--- src/rtl/dt_pkg.sv ---
package dt_pkg;

  // word index inside one timer block
  localparam logic [2:0] IDX_LOAD  = 3'd0;
  localparam logic [2:0] IDX_VALUE = 3'd1;
  localparam logic [2:0] IDX_CTRL  = 3'd2;
  localparam logic [2:0] IDX_CLR   = 3'd3;
  localparam logic [2:0] IDX_RAW   = 3'd4;
  localparam logic [2:0] IDX_MSK   = 3'd5;
  localparam logic [2:0] IDX_BG    = 3'd6;

  typedef struct packed {
    logic       run;
    logic       periodic;
    logic       ien;
    logic [1:0] psel;
    logic       wide;
    logic       oneshot;
  } tmr_ctrl_t;

  localparam tmr_ctrl_t CTRL_RESET = '{run: 1'b0, periodic: 1'b0, ien: 1'b0,
                                       psel: 2'd0, wide: 1'b1, oneshot: 1'b0};

  function automatic tmr_ctrl_t ctrl_unpack(input logic [7:0] w);
    tmr_ctrl_t c;
    c.run      = w[7];
    c.periodic = w[6];
    c.ien      = w[5];
    c.psel     = w[3:2];
    c.wide     = w[1];
    c.oneshot  = w[0];
    return c;
  endfunction

  function automatic logic [7:0] ctrl_pack(input tmr_ctrl_t c);
    return {c.run, c.periodic, c.ien, 1'b0, c.psel, c.wide, c.oneshot};
  endfunction

endpackage

--- src/rtl/dt_prescale.sv ---
module dt_prescale #(
  parameter int PRE_W    = 8,
  parameter int MID_LOG2 = 4,
  parameter int HI_LOG2  = 8
) (
  input  logic       clk,
  input  logic       rst,
  input  logic       run,
  input  logic       restart,
  input  logic [1:0] sel,
  output logic       tick
);

  logic [PRE_W-1:0] pre_q;
  logic             mid_hit, hi_hit;

  always_ff @(posedge clk) begin
    if (rst || !run || restart) pre_q <= '0;
    else                        pre_q <= pre_q + 1'b1;
  end

  assign mid_hit = &pre_q[MID_LOG2-1:0];
  assign hi_hit  = &pre_q[HI_LOG2-1:0];

  always_comb begin
    unique case (sel)
      2'd0:    tick = run && !restart;
      2'd1:    tick = run && !restart && mid_hit;
      default: tick = run && !restart && hi_hit;
    endcase
  end


  divided_no_back_to_back_chk: assert property (@(posedge clk) disable iff (rst)
    (tick && sel != 2'd0) |=> !tick);

endmodule

--- src/rtl/dt_channel.sv ---
module dt_channel
  import dt_pkg::*;
#(
  parameter int DATA_W   = 32,
  parameter int PRE_W    = 8,
  parameter int MID_LOG2 = 4,
  parameter int HI_LOG2  = 8
) (
  input  logic              clk,
  input  logic              rst,
  input  logic              wr_en,
  input  logic [2:0]        wr_idx,
  input  logic [DATA_W-1:0] wr_data,
  output logic [DATA_W-1:0] cnt_o,
  output logic [DATA_W-1:0] load_o,
  output logic [7:0]        ctrl_o,
  output logic              raw_o,
  output logic              msk_o
);

  localparam int HI_PAD = DATA_W - 16;

  tmr_ctrl_t         ctrl_q;
  logic [DATA_W-1:0] cnt_q, cnt_n, load_q, size_mask, cur;
  logic              raw_q, tick, hit;
  logic              ld_we, bg_we, ctl_we, clr_we;

  assign ld_we  = wr_en && (wr_idx == IDX_LOAD);
  assign bg_we  = wr_en && (wr_idx == IDX_BG);
  assign ctl_we = wr_en && (wr_idx == IDX_CTRL);
  assign clr_we = wr_en && (wr_idx == IDX_CLR);

  dt_prescale #(.PRE_W(PRE_W), .MID_LOG2(MID_LOG2), .HI_LOG2(HI_LOG2)) u_pre (
    .clk     (clk),
    .rst     (rst),
    .run     (ctrl_q.run),
    .restart (ld_we),
    .sel     (ctrl_q.psel),
    .tick    (tick)
  );

  assign size_mask = {{HI_PAD{ctrl_q.wide}}, 16'hFFFF};
  assign cur       = cnt_q & size_mask;
  assign hit       = tick && !ld_we && (cur == DATA_W'(1));

  always_comb begin
    cnt_n = cnt_q;
    if (ld_we)                cnt_n = wr_data & size_mask;
    else if (tick) begin
      if (cur != '0)          cnt_n = cur - DATA_W'(1);
      else if (ctrl_q.oneshot) cnt_n = cur;
      else if (ctrl_q.periodic) cnt_n = load_q & size_mask;
      else                    cnt_n = size_mask;
    end
  end

  always_ff @(posedge clk) begin
    if (rst) begin
      cnt_q  <= '1;
      load_q <= '0;
      ctrl_q <= CTRL_RESET;
      raw_q  <= 1'b0;
    end else begin
      cnt_q <= cnt_n;
      if (ld_we || bg_we) load_q <= wr_data;
      if (ctl_we)         ctrl_q <= ctrl_unpack(wr_data[7:0]);
      if (hit)            raw_q  <= 1'b1;
      else if (clr_we)    raw_q  <= 1'b0;
    end
  end

  assign cnt_o  = cnt_q;
  assign load_o = load_q;
  assign ctrl_o = ctrl_pack(ctrl_q);
  assign raw_o  = raw_q;
  assign msk_o  = raw_q && ctrl_q.ien;


  stopped_hold_chk: assert property (@(posedge clk) disable iff (rst)
    (!ctrl_q.run && !ld_we) |=> (cnt_q == $past(cnt_q)));


  oneshot_park_chk: assert property (@(posedge clk) disable iff (rst)
    (ctrl_q.oneshot && !ctl_we && !ld_we && cur == '0) |=> (cnt_q == $past(cnt_q)));


  raw_rise_at_zero_chk: assert property (@(posedge clk) disable iff (rst)
    $rose(raw_q) |-> ((cnt_q & size_mask) == '0));


  clear_drops_raw_chk: assert property (@(posedge clk) disable iff (rst)
    (clr_we && !tick) |=> !raw_q);

endmodule

--- src/rtl/dual_down_timer.sv ---
module dual_down_timer
  import dt_pkg::*;
#(
  parameter int          DATA_W    = 32,
  parameter int          ADDR_W    = 12,
  parameter int          NUM_TMR   = 2,
  parameter int          PRE_W     = 8,
  parameter int          MID_LOG2  = 4,
  parameter int          HI_LOG2   = 8,
  parameter logic [31:0] PERIPH_ID = 32'h0051_C0DE,
  parameter logic [31:0] CELL_ID   = 32'hB105_F00D
) (
  input  logic              clk,
  input  logic              rst,
  input  logic [ADDR_W-1:0] bus_addr,
  input  logic              bus_we,
  input  logic [DATA_W-1:0] bus_wdata,
  output logic [DATA_W-1:0] bus_rdata,
  output logic [NUM_TMR-1:0] irq_ch,
  output logic              irq_any
);

  localparam int SEL_W = ADDR_W - 5;

  logic [SEL_W-1:0]  blk;
  logic [2:0]        idx;
  logic [DATA_W-1:0] rd_ch [NUM_TMR];
  logic [DATA_W-1:0] rd_n, rdata_q;
  logic [7:0]        id_byte;

  assign blk = bus_addr[ADDR_W-1:5];
  assign idx = bus_addr[4:2];

  for (genvar c = 0; c < NUM_TMR; c++) begin : g_tmr
    logic [DATA_W-1:0] cnt, load;
    logic [7:0]        ctrl;
    logic              raw, msk;

    dt_channel #(.DATA_W(DATA_W), .PRE_W(PRE_W), .MID_LOG2(MID_LOG2),
                 .HI_LOG2(HI_LOG2)) u_ch (
      .clk     (clk),
      .rst     (rst),
      .wr_en   (bus_we && (blk == SEL_W'(c))),
      .wr_idx  (idx),
      .wr_data (bus_wdata),
      .cnt_o   (cnt),
      .load_o  (load),
      .ctrl_o  (ctrl),
      .raw_o   (raw),
      .msk_o   (msk)
    );

    always_comb begin
      unique case (idx)
        IDX_LOAD, IDX_BG: rd_ch[c] = load;
        IDX_VALUE:        rd_ch[c] = cnt;
        IDX_CTRL:         rd_ch[c] = DATA_W'(ctrl);
        IDX_RAW:          rd_ch[c] = DATA_W'(raw);
        IDX_MSK:          rd_ch[c] = DATA_W'(msk);
        default:          rd_ch[c] = '0;
      endcase
    end

    assign irq_ch[c] = msk;
  end

  assign id_byte = idx[2] ? CELL_ID[idx[1:0]*8 +: 8] : PERIPH_ID[idx[1:0]*8 +: 8];

  always_comb begin
    rd_n = '0;
    for (int c = 0; c < NUM_TMR; c++)
      if (blk == SEL_W'(c)) rd_n = rd_ch[c];
    if (blk == '1) rd_n = DATA_W'(id_byte);
  end

  always_ff @(posedge clk) begin
    if (rst) rdata_q <= '0;
    else     rdata_q <= rd_n;
  end

  assign bus_rdata = rdata_q;
  assign irq_any   = |irq_ch;


  first_id_byte_chk: assert property (@(posedge clk) disable iff (rst)
    (blk == '1 && idx == 3'd0) |=> (bus_rdata == DATA_W'(PERIPH_ID[7:0])));


  combined_irq_chk: assert property (@(posedge clk) disable iff (rst)
    (irq_ch != '0) |-> irq_any);

endmodule

--- config.mk ---
export PLATFORM = sky130hd
export DESIGN_NAME = dual_down_timer
export DESIGN_NICKNAME = d
export VERILOG_FILES = /design/src/rtl/dt_pkg.sv /design/src/rtl/dt_prescale.sv /design/src/rtl/dt_channel.sv /design/src/rtl/dual_down_timer.sv
export SDC_FILE = /design/constraint.sdc
export NUM_CORES = 1
export LEC_CHECK = 0
export BUFFER_PORTS_ARGS = -buffer_cell sky130_fd_sc_hd__buf_2
export CELL_PAD_IN_SITES_DETAIL_PLACEMENT = 0
export CELL_PAD_IN_SITES_GLOBAL_PLACEMENT = 1
export CORE_ASPECT_RATIO = 1.25
export CORE_MARGIN = 5
export CORE_UTILIZATION = 39
export CTS_CLUSTER_SIZE = 12
export DETAILED_ROUTE_END_ITERATION = 6
export PLACE_DENSITY = 0.73
export SETUP_SLACK_MARGIN = 0.3
export SLEW_MARGIN = 20
export SYNTH_ARGS = -nofsm -noshare
export SYNTH_HDL_FRONTEND = slang
export SYNTH_HIERARCHICAL = 1
export SYNTH_SLANG_ARGS = --single-unit
--- constraint.sdc ---
create_clock -name clk -period 9.5 [get_ports clk]
set_input_delay 0.95 -clock clk [delete_from_list [all_inputs] [get_ports clk]]
set_output_delay 0.95 -clock clk [all_outputs]
set_load 0.02 [all_outputs]
==> results of run 1 <==
worst max-delay path by stage:
stage | start | end | slack, ns
6_report | bus_addr[5] | g_tmr[0].u_ch/cnt_o[26] | 4.22
5_1_grt | bus_addr[5] | g_tmr[0].u_ch/cnt_o[26] | 3.81
4_1_cts | bus_addr[5] | g_tmr[0].u_ch/cnt_o[26] | 4.29
3_5_place_dp | bus_addr[5] | g_tmr[0].u_ch/cnt_o[26] | 3.90
3_3_place_gp | bus_addr[5] | g_tmr[0].u_ch/cnt_o[25] | 3.95
2_1_floorplan | bus_addr[11] | g_tmr[0].u_ch/cnt_o[10] | 5.39
area by class of cell:
class                   count  area (sq um)
repair buffers            100         555.5
fillers                  2865         16000
well taps                 355         444.2
inverters                  26         97.59
flip-flops and latches    192          3844
clock inverters            15         192.7
multi-input cells        1064          6676
clock buffers              17         425.4
per-stage QoR:
stage / power, mW / hold slack (ns)
detailed placement: 0.9252 / 0.4555
global route: 1.736 / 0.4850
CTS: 1.697 / 0.4703
floorplan: 0.8779 / 0.4299
global placement: 0.9253 / 0.4462
finish: 1.685 / 0.4662
where the power goes:
part	switching, mW	internal [mW]	total [mW]
Clock	0.354	0.423	0.777
Sequential	0.000814	0.805	0.806
Combinational	0.0766	0.0264	0.103
logic make-up after synthesis:
kind of cell,count (synthesis),share of synthesized area
adders and majority gates,10,0.01127
and+or+nand+nor,479,0.2255
buffers and inverters,142,0.05422
muxes,32,0.03032
other,2,0.0006766
DFF,192,0.3463
AOI/OAI and AO/OA,512,0.3089
xor gates and xnor gates,29,0.02288
flip-flops by register name, summed over array words and instances (netlist names):
signal / count
g_tmr.u_ch/cnt_o: 64
g_tmr.u_ch/raw_o: 2
bus_rdata: 32
g_tmr.u_ch/ctrl_o: 14
g_tmr.u_ch/u_pre/pre_q: 16
g_tmr.u_ch/load_o: 64
synthesized netlist by cell type, drive strengths merged (21+ instances only):
cell    number  area, sq um
a21oi      149        745.7
dfxtp      192         3844
nand2      182        688.2
nor4        23        156.4
nor2        71        266.5
a221oi      84        735.7
or3         30        192.7
clkbuf      95        356.6
o21ai      105        533.0
buf         21        147.6
inv         24        90.09
nor3        67        455.4
o211ai      34        255.2
routing by layer:
layer,up-vias,part of all wire
met3,55,0.067
li1,5287,-
met2,443,0.48
met5,-,0
met4,0,0.024
met1,5492,0.43
==> results.cfg, run 1 <==
[status]
run_status = completed

[global_routing]
grt_max_degree = 70
grt.busiest_layer = met2
antenna_found_initial = 0
grt_remaining_overflow = 0
use_met1 = 0.3312
grt_usage = 0.2490
grt_util_met2 = 0.4219
grt_pass1_wl_mm = 63.47
gr-usage-met3 = 0.03337
grt_pass1_vias = 10760

[floorplan]
fp.coreArea_sq_um = 28230
ios = 82
die_y_um = 198.6
start_util = 0.3932
row_count = 69
die_width_um = 160.9
die-area_sq_um = 31960

[logic_synthesis]
avgSynthCellArea_sq_um = 7.939
synth_edf_count = 0
ys_types = 75
syn_nets = 1455
ys_ff_latch = 192
synthFlopType = dfxtp_1
netlist_instances = 1398
seq_area_frac_synth = 0.3463
synth.yosys.warnings = 6
async_flop_share = 0
syn_area_sq_um = 11100

[routing]
postRouteAntennaNets = 0
wirelength_mm = 40.39
drt-pass1-iter-count = 5
via_per_inst = 6.375
wl_per_cell_um = 22.83
post-route-drc-count = 0
via_count = 11280
initialDrtViolationCount = 1120

[place]
dpl_cell_area_sq_um = 11620
io_buffers = 79
dp.final_hpwl_mm = 27.28
dp.cells = 1737
place_congestion = 0.9279
dp_slack_ns = 3.895

[clock_network]
clock-root-buffer = clkbuf_16
clk_path_buf_depth = 2
cts_resized = 0
cts_hold_buf = 0
cts_buffers = 17
cts_sinks = 192
clk_pin_slew_ns = 0.08
tritoncts = yes
post-cts-setup-buffers = 0
clock_latency_ns = 0.45
htree_levels = 4

[setup_path]
crit_chain = buf_2 -> buf_4 -> inv_2 -> and3_1 -> nand2b_1 -> or3_1 -> clkinv_1 -> inv_1 -> o211a_1 -> nor2b_1 -> nand2_1 -> nor3_2 -> o221ai_1 -> o211ai_1
reg2regPathDepth = 7
ff2ff_setup_slack_ns = 6.03
cp.depth = 14
max_stage_delay_ns = 0.83
r2r_start = g_tmr[1].u_ch/cnt_o[0]
crit_buf_inv = 5
cp_top_family = simple AND/OR/NAND/NOR gates
cp_max_fo = 42
cp-start-kind = primary input
slowest_stage = clkinv_1
path_class = primary input to flop
crit_arrival_ns = 5.64
cp.required_ns = 9.87
r2r_end = g_tmr[1].u_ch/cnt_o[17]
critPathCaptureType = flop

[layout]
n_antenna_cell = 0
drive_gt1_frac = 0.1393
final_common_cell = dfxtp_1
syn_to_final_growth_pct = 10.24
final_cells = 1769
finish.utilization = 0.4334
layout_common_cells = dfxtp_1, nand2_1, a21oi_1
fin_nets = 1458
fin_area_sq_um = 12240

[timing]
skew_ns = 0.008790
hold_viol_final = 0
setup_viol = 0
fin_tns_setup_ns = 0
fin_crit_ns = 5.275
slew_viol_final = 0
fmaxAchievable_mhz = 189.6
relSlewSlack = 0.2772
fin_crit_sh = 0.5553
setup_ws_ns = 4.225
rsz0062_at_grt = false
worst_slew_pin_slew_ns = 1.073

[worst_hold_path]
worstHoldPathType = flop to flop
hold_path.startpoint = g_tmr[0].u_ch/u_pre/pre_q[0]
min_to = g_tmr[0].u_ch/u_pre/pre_q[0]
holdPathStages = 1

[power]
power.density_nw_per_um2 = 137.7
ir_drop_mv = 0.1035
total_leakage_power_nw = 4.023

[flow_run]
drv_cap = 0
Power figures use the tool's default switching activity.
==> run 2: changes to the inputs <==
Settings changed: PLACE_DENSITY 0.73 to 0.76.
Clock period 9.5 ns to 4.52 ns, I/O delays scaled along.
==> run 2 against run 1 <==
Effect of this change: worst setup slack got worse by 3.3 ns; design area rose by 0.48%; sequential share of layout area is 0.15 points lower; utilization increased by 0.21 points; global-route usage fell by 0.42 points; clock-buffer cell count grew 7; total power up 100%; largest cell class unchanged; highest routed layer unchanged.
==> results.cfg, run 2 (synthesis results as in run 1) <==
[place]
io_buffers = 79
dp.cells = 1749
place_congestion = 0.9616
dp.final_hpwl_mm = 27.44
dp_slack_ns = 0.5858
dpl_cell_area_sq_um = 11720

[timing]
worst_slew_pin_slew_ns = 1.024
relSlewSlack = 0.3099
fin_crit_sh = 0.7882
setup_viol = 0
fmaxAchievable_mhz = 280.7
fin_crit_ns = 3.563
slew_viol_final = 0
hold_viol_final = 0
setup_ws_ns = 0.9572
fin_tns_setup_ns = 0
rsz0062_at_grt = false
skew_ns = 0.009743

[routing]
wirelength_mm = 40.40
via_per_inst = 6.408
drt-pass1-iter-count = 5
via_count = 11410
wl_per_cell_um = 22.68
initialDrtViolationCount = 1068
postRouteAntennaNets = 0
post-route-drc-count = 0

[floorplan]
die_y_um = 198.6
die_width_um = 160.9
row_count = 69
start_util = 0.3932
ios = 82
die-area_sq_um = 31960
fp.coreArea_sq_um = 28230

[layout]
drive_gt1_frac = 0.1445
finish.utilization = 0.4355
n_fill_cell = 2837
syn_to_final_growth_pct = 10.77
fin_nets = 1470
final_cells = 1781
fin_area_sq_um = 12290
n_antenna_cell = 0
final_common_cell = dfxtp_1
layout_common_cells = dfxtp_1, nand2_1, a21oi_1

[power]
ir_drop_mv = 0.2027
total_leakage_power_nw = 4.066
power.density_nw_per_um2 = 279.0

[setup_path]
crit_arrival_ns = 3.88
crit_chain = buf_2 -> or4_1 -> nor3_1 -> and3_1 -> nand2b_1 -> or3_1 -> clkinv_1 -> buf_4 -> nor2_1 -> a31o_2 -> a2111oi_0 -> nor2_1
cp.required_ns = 4.83
ff2ff_setup_slack_ns = 1.39
crit_buf_inv = 3
cp-startpoint = bus_addr[11]
cp.depth = 12
path_class = primary input to flop
critPathCaptureType = flop
slowest_stage = or3_1
max_stage_delay_ns = 0.59
cp_max_fo = 24
path_common_cell = nor2_1
worstSetupEndpoint = g_tmr[1].u_ch/cnt_o[5]
r2r_end = g_tmr[0].u_ch/cnt_o[31]
cp_top_family = simple AND/OR/NAND/NOR gates
reg2regPathDepth = 8
r2r_start = g_tmr[0].u_ch/cnt_o[0]
cp-start-kind = primary input

[flow_run]
drv_cap = 0

[global_routing]
grt_remaining_overflow = 0
grt_pass1_vias = 10690
grt_pass1_wl_mm = 62.62
grt_usage = 0.2448
grt_max_degree = 71
antenna_found_initial = 0

[clock_network]
clk_path_buf_depth = 2
cts_buffers = 17
htree_levels = 4
tritoncts = yes
post-cts-setup-buffers = 0
cts_resized = 0
cts_sinks = 192
clk_pin_slew_ns = 0.08
clock-root-buffer = clkbuf_16
cts_hold_buf = 0
clock_latency_ns = 0.44

[status]
run_status = completed

[worst_hold_path]
worstHoldPathType = primary input to flop
-- run 2: metrics by stage --
| step | hold WS, ns | power (mW) |
|---|---|---|
| final | 0.3060 | 3.431 |
| after global routing | 0.3026 | 3.530 |
| after CTS | 0.2885 | 3.454 |
| after detailed placement | 0.4551 | 1.949 |
| after global placement | 0.4422 | 1.948 |
| after floorplan | 0.4299 | 1.845 |
-- run 2: routing by layer --
| metal | track usage | share of wire |
|---|---|---|
| met1 | 0.3111 | 0.41 |
| met2 | 0.4154 | 0.48 |
| met4 | 0.08312 | 0.030 |
| met5 | 0 | 0 |
| met3 | 0.05161 | 0.072 |
-- run 2: power breakdown --
part	internal (mW)	switching, mW
logic	0.0595	0.163
clock network	0.803	0.711
registers	1.69	0.00165
-- run 2: worst min-delay path by stage --
stage | slack (ns) | start | to | cells after the start
floorplan | 0.43 | g_tmr[0].u_ch/u_pre/pre_q[0] | g_tmr[0].u_ch/u_pre/pre_q[0] | 1
global placement | 0.44 | g_tmr[1].u_ch/u_pre/pre_q[0] | g_tmr[1].u_ch/u_pre/pre_q[0] | 1
detailed placement | 0.46 | g_tmr[0].u_ch/u_pre/pre_q[0] | g_tmr[0].u_ch/u_pre/pre_q[0] | 1
CTS | 0.29 | bus_wdata[30] | g_tmr[0].u_ch/load_o[30] | 3
global route | 0.30 | bus_wdata[14] | g_tmr[0].u_ch/load_o[14] | 3
finish | 0.31 | bus_wdata[17] | g_tmr[1].u_ch/load_o[17] | 3
-- run 2: layout make-up --
type | instances | area [sq um] | share of cell area
repair buffers | 112 | 658.1 | 0.05353
flip-flops and latches | 192 | 3844 | 0.3126
clock buffers | 24 | 511.7 | 0.04162
inverters | 26 | 97.59 | 0.007938
well taps | 355 | 444.2 | 0.03613
multi-input cells | 1064 | 6671 | 0.5426
clock inverters | 8 | 67.56 | 0.005496
-- run 2: worst reg2reg max path, delay by kind of cell, from the launching register on --
family                   cells  cell delay [ns]
AND/OR/NAND/NOR              4             1.89
AO/OA/AOI/OAI                2             0.46
flip-flops                   1             0.39
adder cells (fa/ha/maj)      1             0.18
buffers and inverters        1             0.11
==> run 3: changes to the inputs <==
Clock period 4.52 ns to 3.15 ns, I/O delays scaled along.
==> run 3 against run 2 <==
Effect of this change: sequential power up 44%; highest routed layer unchanged; critical path depth up 2; clock skew up 0.00064 ns; worst hold slack worse by 0.15 ns; utilization up 1.7 points; critical path type unchanged; worst setup slack worse by 0.52 ns; flip-flop and latch count unchanged; sequential share of layout area down 1.2 points.
==> results.cfg, run 3 (synthesis results as in run 1) <==
[layout]
fin_nets = 1494
layout_common_cells = dfxtp_1, nand2_1, a21oi_1
syn_to_final_growth_pct = 15.09
n_antenna_cell = 0
n_fill_cell = 2827
drive_gt1_frac = 0.1793
fin_area_sq_um = 12770
finish.utilization = 0.4525
final_common_cell = dfxtp_1

[setup_path]
slowest_stage = or4_4
cp.required_ns = 3.47
cp_top_family = simple AND/OR/NAND/NOR gates
crit_buf_inv = 3
crit_chain = buf_2 -> or4_4 -> nor3_4 -> and3_1 -> nand2b_1 -> or3_1 -> clkinv_8 -> inv_2 -> o211a_4 -> nor2b_4 -> nand2_2 -> o22ai_1 -> a221oi_1 -> o211ai_1
cp-start-kind = primary input
crit_arrival_ns = 3.03
max_stage_delay_ns = 0.55
critPathCaptureType = flop
path_class = primary input to flop
cp_max_fo = 5

[timing]
relSlewSlack = 0.4384
fin_crit_ns = 2.708
slew_viol_final = 0
skew_ns = 0.01038
hold_viol_final = 0
rsz0062_at_grt = false
fin_tns_setup_ns = 0
setup_viol = 0
fmaxAchievable_mhz = 369.3
fin_crit_sh = 0.8597
worst_slew_pin_slew_ns = 0.8414

[clock_network]
clk_pin_slew_ns = 0.08
cts_buffers = 17
post-cts-setup-buffers = 0
clock_latency_ns = 0.45
cts_hold_buf = 0
cts_resized = 0
htree_levels = 4
clk_path_buf_depth = 2
tritoncts = yes
clock-root-buffer = clkbuf_16
cts_sinks = 192

[floorplan]
die_y_um = 198.6
die-area_sq_um = 31960
die_width_um = 160.9
ios = 82
row_count = 69
fp.coreArea_sq_um = 28230
start_util = 0.3932

[global_routing]
grt.busiest_layer = met2
grt_util_met2 = 0.4060
use_met1 = 0.3332
grt_pass1_wl_mm = 62.82
grt_usage = 0.2465
grt_max_degree = 102
grt_remaining_overflow = 0
antenna_found_initial = 1
gr-usage-met3 = 0.03689
grt_pass1_vias = 10830

[power]
power.total_mw = 4.981
power.density_nw_per_um2 = 389.9
ir_drop_mv = 0.2823
total_leakage_power_nw = 4.221

[routing]
wl_per_cell_um = 22.59
postRouteAntennaNets = 0
drt-pass1-iter-count = 5
wirelength_mm = 40.78
initialDrtViolationCount = 1255
post-route-drc-count = 0
via_count = 11560
via_per_inst = 6.407

[place]
dpl_cell_area_sq_um = 12180
io_buffers = 79
dp.final_hpwl_mm = 28.24
place_congestion = 0.9779

[worst_hold_path]
worstHoldPathType = primary input to flop

[status]
run_status = completed

[flow_run]
drv_cap = 0
-- run 3: worst paths after layout --
path / from / slack (ns) / cells after the start / end
max: bus_addr[11] / 0.44 / 14 / g_tmr[1].u_ch/cnt_o[20]
min: bus_wdata[19] / 0.16 / 3 / g_tmr[0].u_ch/load_o[19]
max reg2reg: g_tmr[0].u_ch/cnt_o[17] / 0.52 / 7 / g_tmr[0].u_ch/cnt_o[15]
min reg2reg: g_tmr[1].u_ch/load_o[18] / 0.47 / 2 / g_tmr[1].u_ch/load_o[18]
-- run 3: worst register-to-register path: cells and delay by family, from the launching register on --
kind                   cells  cell delay, ns
AND/OR/NAND/NOR            2            0.97
AO/OA/AOI/OAI              4            0.96
flip-flops                 1            0.38
buffers and inverters      1            0.26
-- run 3: final cells by class --
class	instances	area, sq um	share of cell area
timing repair buffer	136	925.9	0.07248
multi-input combinational	1064	6855	0.5366
clock buffer	18	439.2	0.03438
tap	355	444.2	0.03477
clock inverter	14	143.9	0.01126
sequential	192	3844	0.3009
inverter	26	122.6	0.009598
-- run 3: metrics by stage --
| step | worst slack, ns | hold slack (ns) | cells |
|---|---|---|---|
| detailed placement | 0.0000008882 | 0.4568 | 1773 |
| finish | 0.4421 | 0.1575 | 1805 |
| global placement | -0.002591 | 0.4418 | 1773 |
| global route | 0.3037 | 0.1571 | 1805 |
| floorplan | 0.1543 | 0.3878 | 1398 |
| CTS | 0.4125 | 0.1397 | 1805 |
-- run 3: per-layer routing --
metal  vias up  part of all wire
li1       5356                 -
met1      5628              0.44
met2       514              0.48
met3        66             0.062
met4         0             0.024
met5         -                 0
-- run 3: where the power goes --
part	leakage [nW]	switching [mW]	total [mW]	internal [mW]
clock	0.275	1.09	2.23	1.14
sequential	1.55	0.00236	2.43	2.43
combinational	2.40	0.235	0.324	0.0897
